$ cat src/rtl/useq_pkg.sv
package useq_pkg;
  localparam int unsigned UA_W = 9;

  typedef enum logic [1:0] {
    ASRC_NONE = 2'd0,
    ASRC_IPTR = 2'd1,
    ASRC_WPTR = 2'd2,
    ASRC_OREG = 2'd3
  } asrc_e;

  typedef enum logic [1:0] {
    DSRC_NONE = 2'd0,
    DSRC_MEM  = 2'd1,
    DSRC_AREG = 2'd2,
    DSRC_RES  = 2'd3
  } dsrc_e;

  typedef struct packed {
    asrc_e            asel;
    dsrc_e            dsel;
    logic             ir_ld;
    logic             eoi;
    logic             disp;
    logic             trap;
    logic [UA_W-1:0]  nxt;
  } uword_t;
endpackage

$ cat src/rtl/useq_rom.sv
module useq_rom
  import useq_pkg::*;
#(
  parameter int unsigned               N_USED     = 12,
  parameter int unsigned               ENTRY_BASE = 16,
  parameter int unsigned               STRIDE     = 4,
  parameter logic [useq_pkg::UA_W-1:0] TRAP_ADDR  = 9'h1F0
) (
  input  logic [UA_W-1:0] upc_i,
  output uword_t          word_o
);
  localparam int unsigned EXEC_END = ENTRY_BASE + N_USED * STRIDE;

  int unsigned rel;
  int unsigned code;
  int unsigned step;
  int unsigned len;

  always_comb begin
    // default: unreachable addresses behave like the trap word
    word_o = '{asel: ASRC_NONE, dsel: DSRC_NONE, ir_ld: 1'b0, eoi: 1'b1,
               disp: 1'b0, trap: 1'b1, nxt: '0};
    rel  = 0;
    code = 0;
    step = 0;
    len  = 0;
    case (upc_i)
      UA_W'(0): begin
        word_o = '{asel: ASRC_IPTR, dsel: DSRC_MEM, ir_ld: 1'b1, eoi: 1'b0,
                   disp: 1'b0, trap: 1'b0, nxt: UA_W'(1)};
      end
      UA_W'(1): begin
        word_o = '{asel: ASRC_NONE, dsel: DSRC_NONE, ir_ld: 1'b0, eoi: 1'b0,
                   disp: 1'b1, trap: 1'b0, nxt: '0};
      end
      TRAP_ADDR: begin
        word_o = '{asel: ASRC_NONE, dsel: DSRC_NONE, ir_ld: 1'b0, eoi: 1'b1,
                   disp: 1'b0, trap: 1'b1, nxt: '0};
      end
      default: begin
        if (32'(upc_i) >= ENTRY_BASE && 32'(upc_i) < EXEC_END) begin
          rel  = 32'(upc_i) - ENTRY_BASE;
          code = rel / STRIDE;
          step = rel % STRIDE;
          len  = (code % STRIDE) + 1;
          if (step < len) begin
            word_o.asel  = ASRC_WPTR;
            word_o.dsel  = (step == len - 1) ? DSRC_RES : DSRC_AREG;
            word_o.ir_ld = 1'b0;
            word_o.eoi   = (step == len - 1);
            word_o.disp  = 1'b0;
            word_o.trap  = 1'b0;
            word_o.nxt   = (step == len - 1) ? '0 : UA_W'(32'(upc_i) + 1);
          end
        end
      end
    endcase
  end
endmodule

$ cat src/rtl/useq_dispatch.sv
module useq_dispatch
  import useq_pkg::*;
#(
  parameter int unsigned               CODE_W     = 4,
  parameter int unsigned               N_USED     = 12,
  parameter int unsigned               ENTRY_BASE = 16,
  parameter int unsigned               STRIDE     = 4,
  parameter logic [useq_pkg::UA_W-1:0] TRAP_ADDR  = 9'h1F0
) (
  input  logic [CODE_W-1:0] code_i,
  output logic [UA_W-1:0]   entry_o
);
  localparam int unsigned N_CODES = 1 << CODE_W;

  logic [UA_W-1:0] tbl [N_CODES];

  for (genvar g = 0; g < N_CODES; g++) begin : g_tbl
    if (g < N_USED) begin : g_used
      assign tbl[g] = UA_W'(ENTRY_BASE + g * STRIDE);
    end else begin : g_trap
      assign tbl[g] = TRAP_ADDR;
    end
  end

  assign entry_o = tbl[code_i];
endmodule

$ cat src/rtl/useq_next.sv
module useq_next
  import useq_pkg::*;
(
  input  uword_t          word_i,
  input  logic [UA_W-1:0] upc_i,
  input  logic [UA_W-1:0] entry_i,
  input  logic            rdy_i,
  output logic [UA_W-1:0] nxt_o
);
  always_comb begin
    if (word_i.disp)                 nxt_o = entry_i;
    else if (word_i.ir_ld && !rdy_i) nxt_o = upc_i;   // fetch stall
    else                             nxt_o = word_i.nxt;
  end
endmodule

$ cat src/rtl/useq_ctrl.sv
module useq_ctrl
  import useq_pkg::*;
#(
  parameter int unsigned               REG_W      = 32,
  parameter int unsigned               CODE_W     = 4,
  parameter int unsigned               N_USED     = 12,
  parameter int unsigned               ENTRY_BASE = 16,
  parameter int unsigned               STRIDE     = 4,
  parameter logic [useq_pkg::UA_W-1:0] TRAP_ADDR  = 9'h1F0
) (
  input  logic                        clk_i,
  input  logic                        rst_ni,
  input  logic                        rdy_i,
  input  logic                        dec_src_i,
  input  logic [REG_W-1:0]            instr_i,
  input  logic [REG_W-1:0]            oprnd_i,
  output logic [useq_pkg::UA_W-1:0]   upc_o,
  output logic [1:0]                  asel_o,
  output logic [1:0]                  dsel_o,
  output logic                        ir_ld_o,
  output logic                        eoi_o,
  output logic                        err_o
);
  logic [UA_W-1:0]   upc_q;
  logic [UA_W-1:0]   upc_d;
  logic [UA_W-1:0]   entry;
  logic [CODE_W-1:0] code;
  logic              err_q;
  uword_t            word;

  logic unused_low;
  assign unused_low = ^{instr_i[REG_W-CODE_W-1:0], oprnd_i[REG_W-CODE_W-1:0]};

  assign code = dec_src_i ? oprnd_i[REG_W-1 -: CODE_W] : instr_i[REG_W-1 -: CODE_W];

  useq_rom #(
    .N_USED(N_USED), .ENTRY_BASE(ENTRY_BASE), .STRIDE(STRIDE), .TRAP_ADDR(TRAP_ADDR)
  ) u_rom (
    .upc_i (upc_q),
    .word_o(word)
  );

  useq_dispatch #(
    .CODE_W(CODE_W), .N_USED(N_USED), .ENTRY_BASE(ENTRY_BASE),
    .STRIDE(STRIDE), .TRAP_ADDR(TRAP_ADDR)
  ) u_disp (
    .code_i (code),
    .entry_o(entry)
  );

  useq_next u_next (
    .word_i (word),
    .upc_i  (upc_q),
    .entry_i(entry),
    .rdy_i  (rdy_i),
    .nxt_o  (upc_d)
  );

  always_ff @(posedge clk_i or negedge rst_ni) begin
    if (!rst_ni) begin
      upc_q <= '0;
      err_q <= 1'b0;
    end else begin
      upc_q <= upc_d;
      if (word.trap) err_q <= 1'b1;
    end
  end

  assign upc_o   = upc_q;
  assign asel_o  = word.asel;
  assign dsel_o  = word.dsel;
  assign ir_ld_o = word.ir_ld & rdy_i;
  assign eoi_o   = word.eoi;
  assign err_o   = err_q;
endmodule

$ cat config.mk
export PLATFORM = sky130hd
export DESIGN_NAME = useq_ctrl
export DESIGN_NICKNAME = d
export VERILOG_FILES = /design/src/rtl/useq_pkg.sv /design/src/rtl/useq_rom.sv /design/src/rtl/useq_dispatch.sv /design/src/rtl/useq_next.sv /design/src/rtl/useq_ctrl.sv
export SDC_FILE = /design/constraint.sdc
export NUM_CORES = 1
export LEC_CHECK = 0
export BUFFER_PORTS_ARGS = -buffer_cell sky130_fd_sc_hd__clkbuf_2
export CORE_MARGIN = 1.5
export CORE_UTILIZATION = 37
export DETAILED_ROUTE_END_ITERATION = 6
export PLACE_DENSITY = 0.84
export SLEW_MARGIN = 20
export SYNTH_ARGS = -nofsm -noshare
export SYNTH_HDL_FRONTEND = slang
export SYNTH_SLANG_ARGS = --single-unit
$ cat constraint.sdc
create_clock -name clk_i -period 4.3 [get_ports clk_i]
set_input_delay 0.86 -clock clk_i [delete_from_list [all_inputs] [get_ports clk_i]]
set_output_delay 0.86 -clock clk_i [all_outputs]
set_load 0.1 [all_outputs]
==> results.md <==
Cells and area:
- Compared with the post-synthesis result, the final layout area differs by 21.12%.
- In the final layout, the share of cells above drive strength 1 is 36.52%.
- The net total in the final layout is ~190.
- The antenna diode count is 0.
- The fraction of the core area covered by cells at the end of the flow is ~50%.

Route:
- The number of routed nets with antenna violations is 0.
- The first detailed-routing pass ran for 4 iterations.
- The detailed-route DRC error count is 0.
- Across all layers, the routed design uses between 700 and 800 vias.
- The number of DRC violations after detailed-routing iteration 0 is 15.
- The total routed wirelength is about 1.9 mm.
- Dividing the detail-routed wire length by the instance count gives 13.39 um.
- After detailed routing, the number of vias per cell comes to 5.493.

Timing:
- Of the available clock period, the critical path in the final layout requires 82.42%.
- The clock period could shrink to 3.544 ns.
- At the pin with the least slew margin, the transition time is 0.5335 ns.
- The max-slew headroom at the worst pin is 64.10%.
- The upper clock frequency limit is 282.2 MHz.
- The total count of max-transition violations in the final report is 0.
- The number of endpoints failing setup at the final stage is 0.
- For the final routed database, the setup TNS stands at 0 ns.
- The clock arrives with around 0.0028 ns of skew.
- The count of final hold-check violations came to 0.
- Setup repair after global routing left no endpoint under its margin.

Clock tree:
- In this run, CTS created clock tree buffers numbering 3.
- CTS placed an instance of clkbuf_4 at the clock tree root.
- The post-CTS clock slew at the launch and capture registers of the worst setup and hold paths is 0.07 ns.
- TritonCTS built the clock tree.
- The count of cells resized by post-cts repair is 0.
- The clock reaches the later pin of the worst-skew pair after 0.28 ns.
- The number of sinks driven by the clock tree is 10.
- In this run the post-CTS setup repair buffer count came out at 0.
- In this run the number of H-tree levels came out at 1.
- The post-cts hold buffer count is 0.
- The clock passes through at most 2 buffers.

Yosys:
- In the post-synthesis netlist, the biggest area contributors are dfrtp_1 (31%), ha_1 (11%), inv_1 (4.2%).
- The flip-flop and latch count after synthesis is 10.
- Counting every instance in the synthesized netlist gives 89.
- The async set-or-reset flop fraction in the synthesized netlist is between 90% and 100%.
- The number of warnings issued by yosys is 0.
- Counting flops with a built-in enable in the synthesized netlist gives 0.
- The count of distinct cell types in the synthesized netlist is 37.
- The largest total area in the synthesized netlist belongs to dfrtp_1.
- The net count after synthesis is 164.
- Sorting the synthesized cells by how often they occur yields dfrtp_1 (10), inv_1 (9), ha_1 (7).
- The mapped netlist covers ~810 sq um.
- The cell with the most instances after synthesis is dfrtp_1.
- The dominant synthesized flop cell is dfrtp_1.
- The top-area cell type share of the netlist area is 31.06%.
- After synthesis, the mean cell area works out to 9.054 sq um.
- The sequential fraction of the synthesis area is 31.06%.

Placed design:
- The congestion estimate from routability-driven global placement came to 0.8149.
- The half-perimeter wire length after placement is 1.546 mm.
- The count of buffers from port buffering is 27.

Die:
- 84 I/O pins were placed.
- The die height is roughly 50 um.
- The die is 49.67 um wide.
- In this run the standard cell core region covers between 2000 and 2500 sq um.
- The initial cell density of the core is 40.25%.
- The floorplan step defined a die boundary enclosing 2467 sq um.
- The floorplan row count is 16.

Setup path:
- The maximum net fanout on the critical path is 8.
- The buffering stage count on the worst path with inverters included is 3.
- The kind of capture point of the worst setup path is a primary output.
- The largest delay contributor family on the critical path is buffers and inverters.
- The worst setup path is of the reg -> out kind.
- The delay contributed by the slowest stage of the critical path is 0.47 ns.
- The data required time at the worst endpoint is 3.44 ns.
- For this design, the slowest cell found on the critical path is dfrtp_1.
- The worst setup path is launched from a flip-flop.
- The worst path arrival time is 2.68 ns.
- Walking the worst path, the cells encountered are inv_1, ha_1, inv_1, ha_1, a21oi_1, o2111ai_2, and3_2, clkbuf_2.

Hold path:
- The path class of the tightest hold or removal check is in -> async.

GRT:
- The pin count of the biggest net entering global routing is 11.
- After global routing the overflow that remains totals 0.
- The total track usage is roughly 17%.
- The initial antenna violation count is 0.
- The global-route wire length before repair is between 3 and 4 mm.
- The number of global-route vias before repair is about 700.

Outcome:
- The flow ran to the end, and the final reports show no timing, DRC or antenna violations.

Run:
- The max-capacitance violation count is 0.
[kinds of logic after synthesis]
| family | count (synthesis) | share of synthesized area [%] |
|---|---|---|
| AND/OR/NAND/NOR | 33 | 22.52 |
| AO/OA/AOI/OAI | 19 | 18.17 |
| adder cells (fa/ha/maj) | 7 | 10.87 |
| buffers and inverters | 14 | 8.540 |
| multiplexers | 2 | 2.795 |
| XOR/XNOR | 4 | 6.056 |
| flip-flops | 10 | 31.06 |
[path summary, 6_finish.rpt]
path                                      startpoint                   end  slack [ns]  depth (start not counted)
worst max-delay path            upc_o[2]$_DFFE_PN0P_                 eoi_o        0.76                          8
worst min-delay path                          rst_ni     err_o$_DFFE_PN0P_        0.44                          1
worst max register to register  upc_o[2]$_DFFE_PN0P_  upc_o[2]$_DFFE_PN0P_        1.88                          8
worst min register to register     err_o$_DFFE_PN0P_     err_o$_DFFE_PN0P_        0.48                          1
max in group asynchronous                     rst_ni  upc_o[3]$_DFFE_PN0P_        3.65                          1
min in group clk_i                 err_o$_DFFE_PN0P_     err_o$_DFFE_PN0P_        0.48                          1
[layout by cell type, fill, tap and decap left out, types with 2 or more instances in the layout]
cell / instances
a21oi_1: 3
a31oi_1: 3
and2_1: 3
clkbuf_2: 27
clkbuf_4: 3
dfrtp_1: 10
ha_1: 7
inv_1: 9
mux2_2: 2
nand2_1: 6
nor2_1: 6
nor3_1: 4
o22ai_1: 3
o32a_2: 2
or3_1: 2
xor2_1: 3
[layout make-up]
class | instances | area (sq um)
clock buffers | 4 | 36.28
fillers | 205 | 1026
inverters | 9 | 33.78
multi-input cells | 65 | 486.7
flip-flops and latches | 10 | 250.2
well taps | 27 | 33.78
repair buffers | 27 | 135.1
[worst register-to-register path, cell delays in order, from the launching register on]
cell       delay, ns
dfrtp_1         0.47
inv_1           0.12
ha_1            0.32
inv_1           0.05
ha_1            0.27
a21oi_1         0.25
o2111ai_2       0.27
o32a_2          0.46
a21oi_1         0.13
[registers in the layout (all words and copies together) (netlist names)]
name,cells
err_o,1
upc_o,9
[through the flow]
| stage | hold slack [ns] | area [sq um] | setup slack, ns | std cells |
|---|---|---|---|---|
| 6_report | 0.4419 | 975.9 | 0.7559 | 142 |
| 5_1_grt | 0.4519 | 975.9 | 0.6118 | 142 |
| 4_1_cts | 0.4538 | 975.9 | 0.7826 | 142 |
| 3_5_place_dp | 0.4684 | 939.7 | 1.083 | 138 |
| 3_3_place_gp | 0.4530 | 939.7 | 1.129 | 138 |
| 2_1_floorplan | 0.5644 | 805.8 | 0.6927 | 89 |
[layer usage]
layer | wire length [um] | part of all wire (%) | GRT usage [%] | up-vias
li1 | - | - | - | 371
met1 | 770 | 41 | 19.70 | 369
met2 | 917 | 48 | 27.11 | 31
met3 | 147 | 7.7 | 4.545 | 9
met4 | 65 | 3.4 | 8.333 | 0
met5 | 0 | 0 | 0 | -
Power is left out: the tool's default activity adds up to more than one toggle a clock period on the data nets, which glitch-free logic cannot reach.
